===== config.mk =====
export PLATFORM = sky130hd
export DESIGN_NAME = rfsh_interval_timer
export DESIGN_NICKNAME = d
export VERILOG_FILES = /design/src/rtl/rit_pkg.sv /design/src/rtl/rit_prescaler.sv /design/src/rtl/rit_interval.sv /design/src/rtl/rit_handshake.sv /design/src/rtl/rit_suspend_ctl.sv /design/src/rtl/rfsh_interval_timer.sv
export SDC_FILE = /design/constraint.sdc
export NUM_CORES = 1
export LEC_CHECK = 0
export ABC_AREA = 1
export ABC_CLOCK_PERIOD_IN_PS = 3400
export BUFFER_PORTS_ARGS = -buffer_cell sky130_fd_sc_hd__buf_4
export CAP_MARGIN = 20
export CORE_AREA = 8 8 76 78
export DETAILED_ROUTE_END_ITERATION = 8
export DIE_AREA = 0 0 84 86
export GPL_ROUTABILITY_DRIVEN = 0
export GPL_TIMING_DRIVEN = 0
export SYNTH_ARGS = -nofsm -noshare
export SYNTH_HDL_FRONTEND = slang
export SYNTH_SLANG_ARGS = --single-unit

===== constraint.sdc =====
create_clock -name clk -period 3.4 [get_ports clk]
set_input_delay 0.17 -clock clk [delete_from_list [all_inputs] [get_ports clk]]
set_output_delay 0.17 -clock clk [all_outputs]
set_load 0.05 [all_outputs]

===== src/rtl/rit_pkg.sv =====
package rit_pkg;
  localparam int RATE_W    = 3;
  localparam int FREQ_W    = 2;
  localparam int MAX_SHIFT = 4;
  localparam int MISS_W    = 4;

  localparam logic [FREQ_W-1:0] FREQ_100 = 2'b00;
  localparam logic [FREQ_W-1:0] FREQ_66  = 2'b10;

  typedef struct packed {
    logic       run;
    logic       bad;
    logic [2:0] shift;
  } rate_dec_t;

  function automatic rate_dec_t decode_rate(input logic [RATE_W-1:0] code);
    rate_dec_t d;
    d.run   = 1'b0;
    d.bad   = 1'b0;
    d.shift = 3'd0;
    case (code)
      3'd1, 3'd2, 3'd3, 3'd4, 3'd5: begin
        d.run   = 1'b1;
        d.shift = code - 3'd1;
      end
      3'd6, 3'd7: d.bad = 1'b1;
      default: d.run = 1'b0;
    endcase
    return d;
  endfunction
endpackage


===== src/rtl/rit_prescaler.sv =====
module rit_prescaler #(
  parameter int DIV_FAST = 1560,
  parameter int DIV_SLOW = 1030
) (
  input  logic clk,
  input  logic rst_n,
  input  logic run,
  input  logic clear,
  input  logic slow,
  output logic tick
);
  localparam int DIV_MAX = (DIV_FAST > DIV_SLOW) ? DIV_FAST : DIV_SLOW;
  localparam int CW      = $clog2(DIV_MAX + 1);

  logic [CW-1:0] cnt_q, cnt_d, lim;

  always_comb begin
    lim   = slow ? CW'(DIV_SLOW - 1) : CW'(DIV_FAST - 1);
    tick  = run & ~clear & (cnt_q >= lim);
    cnt_d = cnt_q;
    if (clear || !run)  cnt_d = '0;
    else if (tick)      cnt_d = '0;
    else                cnt_d = cnt_q + CW'(1);
  end

  always_ff @(posedge clk or negedge rst_n) begin
    if (!rst_n) cnt_q <= '0;
    else        cnt_q <= cnt_d;
  end
endmodule


===== src/rtl/rit_interval.sv =====
module rit_interval
  import rit_pkg::*;
(
  input  logic       clk,
  input  logic       rst_n,
  input  logic       run,
  input  logic       clear,
  input  logic       tick,
  input  logic [2:0] shift,
  output logic       expire
);
  logic [MAX_SHIFT-1:0] cnt_q, cnt_d, lim;

  always_comb begin
    lim    = MAX_SHIFT'((1 << shift) - 1);
    expire = tick & (cnt_q >= lim);
    cnt_d  = cnt_q;
    if (clear || !run) cnt_d = '0;
    else if (expire)   cnt_d = '0;
    else if (tick)     cnt_d = cnt_q + MAX_SHIFT'(1);
  end

  always_ff @(posedge clk or negedge rst_n) begin
    if (!rst_n) cnt_q <= '0;
    else        cnt_q <= cnt_d;
  end
endmodule


===== src/rtl/rit_handshake.sv =====
module rit_handshake
  import rit_pkg::*;
(
  input  logic              clk,
  input  logic              rst_n,
  input  logic              run,
  input  logic              expire,
  input  logic              ack,
  output logic              req,
  output logic [MISS_W-1:0] missed
);
  localparam logic [MISS_W-1:0] MISS_MAX = '1;

  logic              req_d;
  logic [MISS_W-1:0] missed_d;
  logic              miss_en;

  always_comb begin
    req_d    = run & (expire | (req & ~ack));
    miss_en  = expire & req & ~ack & (missed != MISS_MAX);
    missed_d = miss_en ? missed + MISS_W'(1) : missed;
  end

  always_ff @(posedge clk or negedge rst_n) begin
    if (!rst_n) begin
      req    <= 1'b0;
      missed <= '0;
    end else begin
      req <= req_d;
      if (miss_en) missed <= missed_d;
    end
  end
endmodule


===== src/rtl/rit_suspend_ctl.sv =====
module rit_suspend_ctl (
  input  logic clk,
  input  logic rst_n,
  input  logic suspend,
  input  logic sr_type,
  output logic hold,
  output logic sr_req
);
  logic in_sr_q, sr_req_d;

  always_comb begin
    hold     = suspend & sr_type;
    sr_req_d = hold & ~in_sr_q;
  end

  always_ff @(posedge clk or negedge rst_n) begin
    if (!rst_n) begin
      in_sr_q <= 1'b0;
      sr_req  <= 1'b0;
    end else begin
      in_sr_q <= hold;
      sr_req  <= sr_req_d;
    end
  end
endmodule


===== src/rtl/rfsh_interval_timer.sv =====
module rfsh_interval_timer
  import rit_pkg::*;
#(
  parameter int DIV_FAST = 1560,
  parameter int DIV_SLOW = 1030
) (
  input  logic              clk,
  input  logic              rst_n,
  input  logic [RATE_W-1:0] rate_code,
  input  logic [FREQ_W-1:0] freq_sel,
  input  logic              refresh_en,
  input  logic              suspend,
  input  logic              sr_type,
  input  logic              ack,
  output logic              refresh_req,
  output logic              self_refresh_req,
  output logic [MISS_W-1:0] missed_cnt,
  output logic              cfg_error
);
  rate_dec_t         dec;
  logic              freq_ok, run, restart, hold, tick, expire, err_d;
  logic [RATE_W-1:0] code_q;

  always_comb begin
    dec     = decode_rate(rate_code);
    freq_ok = (freq_sel == FREQ_100) || (freq_sel == FREQ_66);
    run     = dec.run & freq_ok & refresh_en & ~hold;
    restart = (rate_code != code_q);
    err_d   = cfg_error | dec.bad | ~freq_ok;
  end

  always_ff @(posedge clk or negedge rst_n) begin
    if (!rst_n) begin
      code_q    <= '0;
      cfg_error <= 1'b0;
    end else begin
      code_q    <= rate_code;
      cfg_error <= err_d;
    end
  end

  rit_suspend_ctl u_susp (
    .clk(clk), .rst_n(rst_n), .suspend(suspend), .sr_type(sr_type),
    .hold(hold), .sr_req(self_refresh_req)
  );

  rit_prescaler #(.DIV_FAST(DIV_FAST), .DIV_SLOW(DIV_SLOW)) u_pre (
    .clk(clk), .rst_n(rst_n), .run(run), .clear(restart),
    .slow(freq_sel[1]), .tick(tick)
  );

  rit_interval u_ivl (
    .clk(clk), .rst_n(rst_n), .run(run), .clear(restart),
    .tick(tick), .shift(dec.shift), .expire(expire)
  );

  rit_handshake u_hs (
    .clk(clk), .rst_n(rst_n), .run(run), .expire(expire), .ack(ack),
    .req(refresh_req), .missed(missed_cnt)
  );
endmodule


; Word-level counts from Yosys, hierarchy flattened
; Cells that the tools add are included.
[totals]
elab_cells = 63
output_inout_bits = 7
register_bits = 26
inputBits = 11
[classes]
order_cmp = 2
n_shift = 1
n_bitwise = 21
mux = 9
addsub = 5
reduce_logical = 7
n_eq_ne = 10
[op_table]
columns = cell, n
row1 = 11-bit two-way mux, 2
row2 = 1-bit bitwise AND, 13
row3 = "3-bit == test, second input constant", 4
row4 = 4-bit two-way mux, 3
row5 = "11-bit by 1-bit adder with 11-bit output, second input constant", 1
row6 = 11-bit >= comparator, 1
row7 = 10-bit two-way mux, 1
row8 = "4-bit by 1-bit adder with 4-bit output, second input constant", 2
row9 = "3-bit by 2-bit == test with 1-bit output, second input constant", 2
row10 = 1-bit inverter, 5
row11 = 5-bit OR reduction, 1
row12 = 4-bit >= comparator, 1
row13 = "4-bit != test, second input constant", 1
row14 = "1-bit by 3-bit << shifter with 4-bit output, first input constant", 1
row15 = "4-bit by 2-bit subtractor with 4-bit output, second input constant", 1
row16 = "3-bit by 1-bit == test with 1-bit output, second input constant", 1
row17 = 3-bit two-way mux, 1
row18 = 3-bit != test, 1
row19 = 1-bit bitwise OR, 3
row20 = 3-bit nonzero test, 1
row21 = "3-bit by 1-bit subtractor with 3-bit output, second input constant", 1
row22 = "2-bit == test, second input constant", 1
row23 = 2-bit zero test, 1
row24 = 1-bit logical OR, 2
row25 = 3 further kinds, 4

; Depth between registers and ports, before layout
; Gate-level depths: netlist of run 1.
[depth]
word_depth = 12
depth_mapped = 18
ltp_nobuf = 18

; Modules after synthesis
; From an unflattened synthesis of run 1, not the netlist that was laid out.
[unflattened]
hier_cells = 227
area_unflattened_um2 = 1744.2
[by_module_without_submodules]
columns = module, n_inst, cells_per_inst, seq_area_each_um2, area_each_um2
row1 = rit_prescaler, 1, 100, 275.3, 749.5
row2 = rit_interval, 1, 57, 100.1, 401.6
row3 = rit_handshake, 1, 35, 125.1, 271.5
row4 = rfsh_interval_timer, 1, 30, 100.1, 257.7
row5 = rit_suspend_ctl, 1, 5, 50.0, 63.8

; Worst setup path before layout of run 1
; Ideal clock, no wire load.
[synth_timing]
kind = in2reg
startpoint = input rate_code[0]
endpoint = register u_hs.missed[0]
setup_time_ns = 0.123
n_path_buf = 0
stages = 15
t_arrival_ns = 2.218
required_ns = 3.277
slack_ns = 1.059
cell_sequence = inv_1 ha_1 or2_2 nand3_1 nand4_1 ha_1 ha_1 inv_1 o21bai_1 nand3_1 nand3_1 inv_1 nor2_2 nand2_1 xor2_1
[synth_via]
elab_chain_len = 12
elab_cells_between_ends = 23
classes_between = add/sub: 2 / order compare: 1 / eq/ne: 6 / shift: 1 / mux: 2 / bitwise: 10 / reduce/logical: 1
[synth_rtl]
columns = item, line_no
row1 = start: declaration, rfsh_interval_timer.sv:9  ; input logic [RATE_W-1:0] rate_code,
row2 = branches (longest 8 deep; another with 4-bit by 2-bit subtractor with 4-bit output), --
row3 = 1-bit bitwise AND *, rit_interval.sv:16  ; expire = tick & (cnt_q >= lim);
row4 = 1-bit bitwise AND * (3 in series), rit_handshake.sv:20  ; miss_en = expire & req & ~ack & (missed != MISS_MAX);
row5 = end signal: assignment, rit_handshake.sv:30  ; if (miss_en) missed <= missed_d;
row6 = end: declaration, rit_handshake.sv:10  ; output logic [MISS_W-1:0] missed
; Mark *: on every way between the ends.
; A chain may end at the register's enable or synchronous reset.

; Final worst setup path of run 1
; Ends and elaborated chain as after synthesis.

==> flow_summary_export.csv, run 1 <==
group,metric,value,unit
place,io_buffers,17,
clock_network,cts-root-buf,"clkbuf_8",
cells_and_area,final_cells,262,
worst_setup_path,worst_setup_path_start_kind,"input port",
drt,via_count,1197,
clock_network,numCtsBuffers,3,
worst_hold_path,holdCritStartpoint,"rate_code[1]",
worst_setup_path,rr_endpoint,"u_pre.cnt_q[6]$_DFF_PN0_",
place,dpl.cell_count,258,
global_route,track_usage,8.36,%
cells_and_area,syn2layout_area_growth,16.1,%
clock_network,clock_path_buffers,2,
sta,rsz0062_at_grt,"false",
synthesis,synth_flop_cell,"dfrtp_1",
sta,relSlewSlack,71.7,%
drt,routedWlPerCell,10.9,µm
global_route,grt_overflow,0,
worst_setup_path,crit_arrival,2.58,ns
global_route,antenna_found_initial,0,
sta,fin_crit_sh,71.4,%
die,io_pins,18,
worst_hold_path,hold_depth,1,
global_route,grt_max_degree,27,
power_and_ir_drop,power,0.000551,W
synthesis,synth_edf_count,0,
sta,min_period,2.43,ns
sta,setup_viol,0,
die,initial_core_util,33.3,%
synthesis,netlist.area_leader.share,42.5,%
die,coreArea,4600,µm²
cells_and_area,layout_common_cells,"nand2_1 (50), dfrtp_1 (26), inv_1 (24)",
worst_setup_path,startpoint,"rate_code[0]",
power_and_ir_drop,peakVddDrop,0.234,mV
sta,hold_violations,0,
synthesis,async_flop_share,100,%
clock_network,numClockSinks,26,
cells_and_area,fill_cells,478,
worst_setup_path,worstRegToRegCells,8,
drt,drc_errors,0,
drt,wirelength,2.85,mm
worst_setup_path,cp_num_buf_inv,4,
sta,finalSetupTns,0,ns
cells_and_area,multi_input_area,786,µm²
worst_setup_path,worst_setup_path_end_kind,"register",
worst_setup_path,critPathMaxFanout,6,
sta,hold_ws,0.0437,ns
sta,max_slew.worst_pin.slew,0.423,ns
worst_setup_path,critPathTopFamily,"simple AND/OR/NAND/NOR gates",
power_and_ir_drop,p_per_area,310,nW/µm²
power_and_ir_drop,p_leak,0.898,nW
drt,ant_nets,0,
drt,routed_via_density,4.57,
cells_and_area,drive_gt1_share,13.9,%
synthesis,yosys.area.top_type,"dfrtp_1",
synthesis,synth-seq-area-share,42.5,%
synthesis,ys_warn_count,0,
place,dp_hpwl,2.24,mm
status,status,"finished clean",
die,die_area,7220,µm²
worst_setup_path,crit_chain,"buf_4, inv_1, ha_1, or2_2, nand3_1, nand4_1, ha_1, ha_1, inv_1, o21bai_1, nand3_1, nand3_1, inv_1, nor2_2, nand2_1, xor2_1",
clock_network,htreeDepth,1,
synthesis,synth_nets,213,
global_route,grt_pass1_wl,5.13,mm
sta,fmax,0.412,GHz
synthesis,synth-seq-cells,26,
sta,worst_slack,0.973,ns
die,fp.dieH,86,µm
drt,drt_pre_antenna_iters,4,
worst_setup_path,path_class,"input port to register",
worst_setup_path,crit_slowest_cell,"ha_1",
flow_run,cap_violations,0,
cells_and_area,final_common_cell,"nand2_1",
synthesis,synth_area_per_cell,8.18,µm²
clock_network,insertion_delay,0.26,ns
die,dieWidth,84,µm
sta,skew,0.00387,ns
clock_network,cts_tree,"built",
place,dpl_worst_slack,0.663,ns
die,rows,25,
synthesis,synth_area,1530,µm²
worst_setup_path,rrSetupSlack,1.40,ns
cells_and_area,seqCellArea,651,µm²
cells_and_area,finalNetCount,236,
synthesis,ys_types,23,
synthesis,syn_inst,187,
clock_network,clkSlewWorstSetupHoldPaths,0.09,ns
drt,drt_iter0_markers,29,
global_route,grt_pass1_vias,1143,
worst_hold_path,hp-class,"input port to register",
worst_setup_path,cpPeakStageDelay,0.31,ns
cells_and_area,num_antenna_cells,0,
synthesis,synthTopCellsByArea,"dfrtp_1 (43%), ha_1 (12%), nand2_1 (12%), inv_1 (5.9%), nor2_1 (4.2%)",
sta,slew_violations,0,
worst_setup_path,r2r_start,"u_pre.cnt_q[4]$_DFF_PN0_",
worst_hold_path,hold_end,"code_q[1]$_DFF_PN0_",
worst_setup_path,worstPathRequired,3.56,ns
==> worst max-delay path by stage <==
stage | endpoint | slack (ns) | depth (start not counted)
final | u_hs.missed[0]$_DFFE_PN0P_ | 0.97 | 16
after global routing | u_hs.missed[0]$_DFFE_PN0P_ | 0.70 | 17
after CTS | u_hs.missed[0]$_DFFE_PN0P_ | 0.95 | 16
after detailed placement | u_hs.missed[0]$_DFFE_PN0P_ | 0.66 | 16
after global placement | u_hs.missed[0]$_DFFE_PN0P_ | 0.69 | 17
after floorplan | u_hs.missed[0]$_DFFE_PN0P_ | 1.06 | 15
==> layout make-up <==
class / instances / share of cell area (%)
Clock buffer: 3 / 2.32
Inverter: 25 / 5.28
Sequential cell: 26 / 36.6
Tap cell: 54 / 3.80
Multi-Input combinational cell: 136 / 44.2
Timing Repair Buffer: 18 / 7.75
==> cells in the mapped netlist (all sizes together), types with 2 or more instances <==
cell type	number
o21ai	6
nor3	3
nand4	5
o21bai	3
nand3	13
nand2	50
dfrtp	26
a31oi	2
or2	2
a21oi	6
ha	15
nor2	21
xor2	3
inv	25
xnor2	5
==> per-layer routing <==
metal	global-route usage (%)	routed length [µm]	share of wire, %
met5	0	0	0
met4	1.57	0	0
met3	3.03	122	4.3
met2	13.3	1290	45
met1	10.6	1440	50
==> registers in the layout (all words and copies together) (netlist names) <==
signal	flops
u_ivl.cnt_q	4
u_pre.cnt_q	11
cfg_error	1
u_hs.missed	4
u_susp.in_sr_q	1
u_hs.req	1
u_susp.sr_req	1
code_q	3
==> cell families (layout without fill, tap and decap cells) <==
logic type / Yosys count / count (layout) / share of synthesized area (%)
flip-flops: 26 / 26 / 42.5
AO/OA/AOI/OAI: 19 / 19 / 7.28
adder cells (fa/ha/maj): 15 / 15 / 12.3
AND/OR/NAND/NOR: 94 / 94 / 27.2
buffers and inverters: 25 / 46 / 6.13
XOR/XNOR: 8 / 8 / 4.58
==> metrics by stage <==
step	instance area (µm²)	util (%)
after floorplan	1530	-
after global placement	1730	37.5
after detailed placement	1730	37.5
after CTS	1780	38.6
after global routing	1780	38.6
final	1780	38.6
==> timing repair <==
action                    in CTS  in global routing
hold endpoints to repair      26                  0
gates resized for setup        0                  0
hold buffers                   1                  0
buffers inserted               0                  0
==> where the power goes <==
group	switching (W)	internal, W
sequential	0.00000119	0.000312
clock	0.0000917	0.0000792
combinational	0.0000390	0.0000281
total	0.000132	0.000419
Note: power is estimated with default switching activity, not from simulation.
==> run 2: changes to the inputs <==
Settings changed: ABC_CLOCK_PERIOD_IN_PS 3400 to 2050.
Clock period 3.4 ns to 2.05 ns, I/O delays scaled along.
==> run 2 against run 1 <==
Against the previous run: highest routed layer unchanged; sequential share of layout area is 5.4 points lower; total power increased by 110%; via count increased by 5.8%; worst setup slack got worse by 0.93 ns; sequential power up 66%; register-to-register slack worse by 1.2 ns; routed wire length rose by 6.2%; first-iteration DRC count increased by 24%; global-route usage is 0.50 points higher; combinational power rose to 2.9 times the previous value; clock skew is 0.0028 ns higher; clock power up 150%.
==> flow_summary_export.csv, run 2 (same netlist as run 1, synthesis figures left out) <==
group,metric,value,unit
cells_and_area,fill_cells,439,
sta,slew_violations,0,
drt,routed_via_density,4.62,
clock_network,clkSlewWorstSetupHoldPaths,0.09,ns
clock_network,cts_tree,"built",
flow_run,cap_violations,0,
status,status,"finished clean",
cells_and_area,num_antenna_cells,0,
worst_hold_path,hp-class,"input port to register",
drt,ant_nets,0,
cells_and_area,seqCellArea,651,µm²
global_route,met3_usage,2.65,%
global_route,grt_max_degree,27,
die,io_pins,18,
power_and_ir_drop,intPower,0.000877,W
sta,fmax,0.497,GHz
drt,wirelength,3.03,mm
sta,hold_ws,0.0430,ns
worst_setup_path,crit_arrival,2.18,ns
power_and_ir_drop,clkPwrFrac,37.3,%
worst_setup_path,critPathTopFamily,"simple AND/OR/NAND/NOR gates",
sta,skew,0.00670,ns
die,dieWidth,84,µm
global_route,grt_pass1_wl,5.52,mm
global_route,busiest_layer,"met2",
sta,min_period,2.01,ns
worst_setup_path,worst_setup_path_end_kind,"register",
sta,relSlewSlack,77.3,%
worst_setup_path,crit_chain,"buf_12, ha_4, o21bai_4, nand3_4, nand3_4, nand4_1, ha_4, xnor2_2, inv_1, ha_1, nand4_1, nand3_2, inv_2, nor2_4, nand2_2, xor2_1",
cells_and_area,largest_reg_flops,11,
global_route,antenna_found_initial,0,
sta,max_slew.worst_pin.slew,0.340,ns
global_route,grt_pass1_vias,1333,
worst_setup_path,crit_slowest_cell,"ha_1",
place,dp_hpwl,2.20,mm
die,coreArea,4600,µm²
worst_setup_path,worstRegToRegCells,9,
worst_setup_path,path_class,"input port to register",
drt,via_count,1266,
drt,drt_iter0_markers,36,
worst_setup_path,critPathMaxFanout,5,
die,fp.dieH,86,µm
global_route,grt_overflow,0,
cells_and_area,drive_gt1_share,25.9,%
drt,drt_pre_antenna_iters,4,
clock_network,insertion_delay,0.27,ns
clock_network,cts-root-buf,"clkbuf_8",
cells_and_area,final_common_cell,"nand2_1",
drt,routedWlPerCell,11.1,µm
drt,drc_errors,0,
cells_and_area,syn2layout_area_growth,36.3,%
global_route,met1_usage,10.9,%
sta,finalSetupTns,0,ns
place,io_buffers,17,
die,die_area,7220,µm²
global_route,track_usage,8.86,%
die,rows,25,
cells_and_area,top_regs,"u_pre.cnt_q x11, u_hs.missed x4, u_ivl.cnt_q x4",
power_and_ir_drop,p_sw,0.000258,W
worst_setup_path,worstPathRequired,2.22,ns
power_and_ir_drop,combPwrFrac,17.0,%
power_and_ir_drop,p_per_area,544,nW/µm²
power_and_ir_drop,p_leak,1.01,nW
worst_hold_path,hold_depth,3,
cells_and_area,finalNetCount,247,
sta,fin_crit_sh,98.1,%
cells_and_area,multi_input_area,925,µm²
worst_setup_path,cp_num_buf_inv,3,
clock_network,numCtsBuffers,3,
sta,rsz0062_at_grt,"true",
worst_setup_path,cpPeakStageDelay,0.28,ns
clock_network,clock_path_buffers,2,
clock_network,htreeDepth,1,
power_and_ir_drop,switching_share,22.8,%
die,initial_core_util,33.3,%
clock_network,numClockSinks,26,
power_and_ir_drop,peakVddDrop,0.383,mV
sta,hold_violations,0,
worst_setup_path,worst_setup_path_start_kind,"input port",
cells_and_area,layout_common_cells,"nand2_1 (47), dfrtp_1 (26), buf_4 (23)",
cells_and_area,largest-register,"u_pre.cnt_q",
worst_setup_path,cp.depth,16,
global_route,met2_usage,15.5,%
sta,setup_viol,0,
power_and_ir_drop,seqPwrFrac,45.8,%
## run 2: final timing paths
kind | start | to | slack (ns)
setup / recovery | rate_code[0] | u_hs.missed[0]$_DFFE_PN0P_ | 0.04
hold / removal | freq_sel[0] | cfg_error$_DFF_PN0_ | 0.04
setup reg to reg | u_pre.cnt_q[4]$_DFF_PN0_ | u_pre.cnt_q[6]$_DFF_PN0_ | 0.19
hold reg to reg | u_susp.in_sr_q$_DFF_PN0_ | u_susp.sr_req$_DFF_PN0_ | 0.40
max in group asynchronous | rst_n | u_hs.missed[1]$_DFFE_PN0P_ | 1.53
min in group asynchronous | rst_n | u_susp.in_sr_q$_DFF_PN0_ | 0.26
## run 2: power groups by stage
stage	registers, W	clock network, W	logic (W)
2_1_floorplan	0.000533	0	0.0000728
3_3_place_gp	0.000530	0	0.000122
3_5_place_dp	0.000530	0	0.000125
4_1_cts	0.000520	0.000443	0.000163
5_1_grt	0.000520	0.000452	0.000216
6_report	0.000519	0.000423	0.000193
## run 2: what timing repair did
| item | CTS | global route |
|---|---|---|
| gates resized for setup | 16 | 7 |
| cloned | 0 | 0 |
| hold buffers | 3 | 0 |
| setup endpoints to repair | 9 | 18 |
| buffers inserted | 5 | 4 |
| pin swaps | 11 | 9 |
| hold endpoints to repair | 28 | 0 |
## run 2: metal layers
| layer | vias up | part of all wire, % |
|---|---|---|
| li1 | 667 | - |
| met1 | 582 | 48 |
| met2 | 17 | 48 |
| met3 | 0 | 3.4 |
| met4 | 0 | 0 |
| met5 | - | 0 |
## run 2: final cells by class
| cell class | count | share of cell area, % |
|---|---|---|
| well taps | 54 | 3.24 |
| inverters | 25 | 5.22 |
| flip-flops and latches | 26 | 31.2 |
| clock buffers | 3 | 1.98 |
| clock inverters | 1 | 1.44 |
| repair buffers | 29 | 12.6 |
| multi-input cells | 136 | 44.3 |
## run 2: worst register-to-register path, cell delays in order (launching register included)
cell and delay (ns):
dfrtp_1 0.46, ha_1 0.32, nand2_1 0.06, nand2_1 0.04, o21ai_1 0.14, nand3_2 0.16
nor3_4 0.25, buf_12 0.14, inv_2 0.07, nor3_1 0.13
## run 2: stage by stage
stage	total power [W]	instance area [µm²]	worst slack [ns]	instances	util, %
global route	0.00119	2090	-0.181	274	45.4
CTS	0.00113	2000	0.00289	270	43.5
detailed placement	0.000655	1780	-0.507	258	38.7
finish	0.00113	2090	0.0391	274	45.4
global placement	0.000652	1780	-0.487	258	38.7
floorplan	0.000606	1580	-0.0687	187	-
==> run 3: changes to the inputs <==
Settings changed: SETUP_SLACK_MARGIN set to 0.5, TNS_END_PERCENT set to 5.
==> run 3 against run 2 <==
Against the previous run: critical path depth did not move; design area fell by 3.1%; first-iteration DRC count fell by 11%; sequential power barely moved.
==> flow_summary_export.csv, run 3 (same netlist as run 1, synthesis figures left out) <==
group,metric,value,unit
global_route,track_usage,8.96,%
sta,hold_violations,0,
worst_setup_path,startpoint,"rate_code[0]",
sta,finalSetupTns,0,ns
die,coreArea,4600,µm²
status,status,"finished clean",
worst_hold_path,holdCritStartpoint,"freq_sel[0]",
clock_network,clkSlewWorstSetupHoldPaths,0.09,ns
drt,drt_iter0_markers,32,
clock_network,insertion_delay,0.27,ns
clock_network,numCtsBuffers,3,
cells_and_area,num_antenna_cells,0,
power_and_ir_drop,peakVddDrop,0.430,mV
worst_setup_path,cpPeakStageDelay,0.29,ns
sta,setup_viol,0,
cells_and_area,top_regs,"u_pre.cnt_q x11, u_hs.missed x4, u_ivl.cnt_q x4",
die,rows,25,
drt,drc_errors,0,
place,io_buffers,17,
clock_network,cts-root-buf,"clkbuf_8",
drt,via_count,1266,
global_route,grt_pass1_vias,1294,
cells_and_area,largest-register,"u_pre.cnt_q",
drt,drt_pre_antenna_iters,4,
cells_and_area,syn2layout_area_growth,32.1,%
sta,rsz0062_at_grt,"true",
sta,fmax,0.490,GHz
die,io_pins,18,
die,fp.dieH,86,µm
worst_setup_path,crit_slowest_cell,"ha_1",
drt,routed_via_density,4.69,
power_and_ir_drop,p_per_area,505,nW/µm²
worst_setup_path,critPathMaxFanout,5,
sta,slew_violations,0,
cells_and_area,layout_common_cells,"nand2_1 (47), dfrtp_1 (25), inv_1 (20), buf_4 (20), nor2_1 (16)",
place,dp_hpwl,2.26,mm
power_and_ir_drop,p_leak,0.964,nW
sta,fin_crit_sh,99.5,%
drt,routedWlPerCell,11.1,µm
worst_setup_path,crit_chain,"buf_12, ha_4, o21bai_4, nand3_4, nand3_4, nand4_1, ha_4, xnor2_2, inv_1, ha_1, nand4_1, nand3_2, inv_2, nor2_4, nand2_2, xor2_1",
clock_network,htreeDepth,1,
die,die_area,7220,µm²
clock_network,cts_tree,"built",
worst_setup_path,crit_arrival,2.20,ns
worst_setup_path,path_class,"input port to register",
clock_network,numClockSinks,26,
clock_network,clock_path_buffers,2,
sta,hold_ws,0.0306,ns
drt,wl_met2,1.46,mm
worst_setup_path,r2r_start,"u_pre.cnt_q[4]$_DFF_PN0_",
drt,route.top_layer_used,"met4",
flow_run,cap_violations,0,
sta,relSlewSlack,71.7,%
cells_and_area,final_common_cell,"nand2_1",
die,initial_core_util,33.3,%
sta,max_slew.worst_pin.slew,0.423,ns
worst_setup_path,worst_setup_path_end_kind,"register",
drt,wl_met3,129,µm
die,dieWidth,84,µm
worst_hold_path,hp-class,"input port to register",
worst_setup_path,worst_setup_path_start_kind,"input port",
global_route,grt_max_degree,27,
cells_and_area,finalNetCount,243,
global_route,grt_overflow,0,
global_route,antenna_found_initial,0,
drt,wirelength,3.01,mm
worst_setup_path,worstPathRequired,2.21,ns
drt,wl_met1,1.41,mm
global_route,grt_pass1_wl,5.48,mm
cells_and_area,largest_reg_flops,11,
cells_and_area,drive_gt1_share,26.4,%
drt,ant_nets,0,
sta,skew,0.00238,ns
sta,min_period,2.04,ns
run 3: critical path, delay by kind of cell:
| family | cells | cell delay [ns] |
|---|---|---|
| compound gates | 1 | 0.16 |
| xor+xnor | 2 | 0.28 |
| fa+ha+maj | 3 | 0.66 |
| buf+inv | 3 | 0.23 |
| simple gates | 7 | 0.76 |
run 3: path summary, 6_finish.rpt:
kind	endpoint	slack, ns	depth (start not counted)
setup / recovery	u_hs.missed[0]$_DFFE_PN0P_	0.01	16
hold / removal	cfg_error$_DFF_PN0_	0.03	3
setup reg to reg	u_pre.cnt_q[8]$_DFF_PN0_	0.16	8
hold reg to reg	u_susp.sr_req$_DFF_PN0_	0.40	1
max in group asynchronous	u_pre.cnt_q[4]$_DFF_PN0_	1.51	2
min in group asynchronous	u_hs.missed[3]$_DFFE_PN0P_	0.27	2
run 3: routing by layer:
layer,vias to the layer above,GRT usage (%)
li1,658,-
met1,586,10.3
met2,20,15.8
met3,2,3.03
met4,0,1.73
met5,-,0
run 3: timing repair:
item,4_1_cts,5_1_grt
hold buffers,3,0
setup endpoints to repair,20,20
pin swaps,27,6
gates resized for setup,16,7
buffers inserted,4,1
hold endpoints to repair,28,0
run 3: layout make-up:
cell class                      count  area, µm²
Clock buffer                        4       55.1
Inverter                           25        106
Multi-Input combinational cell    136        926
Timing Repair Buffer               25        215
Tap cell                           54       67.6
Sequential cell                    26        652
Fill cell                         475       2580
run 3: per-stage QoR:
step                std cells  util (%)  setup slack (ns)  total power [W]  instance area (µm²)
floorplan                 187         -           -0.0687         0.000606                 1580
global placement          258      38.7            -0.487         0.000652                 1780
detailed placement        258      38.7            -0.493         0.000654                 1780
CTS                       269      42.7           -0.0494          0.00101                 1970
global route              270      44.0            -0.150          0.00108                 2020
finish                    270      44.0            0.0105          0.00102                 2020
run 3: power breakdown:
group          leakage [nW]  internal, W  switching, W
Combinational         0.598    0.0000844     0.0000888
Sequential            0.337     0.000518    0.00000198
Clock                0.0288     0.000171      0.000156
Total                 0.964     0.000773      0.000247
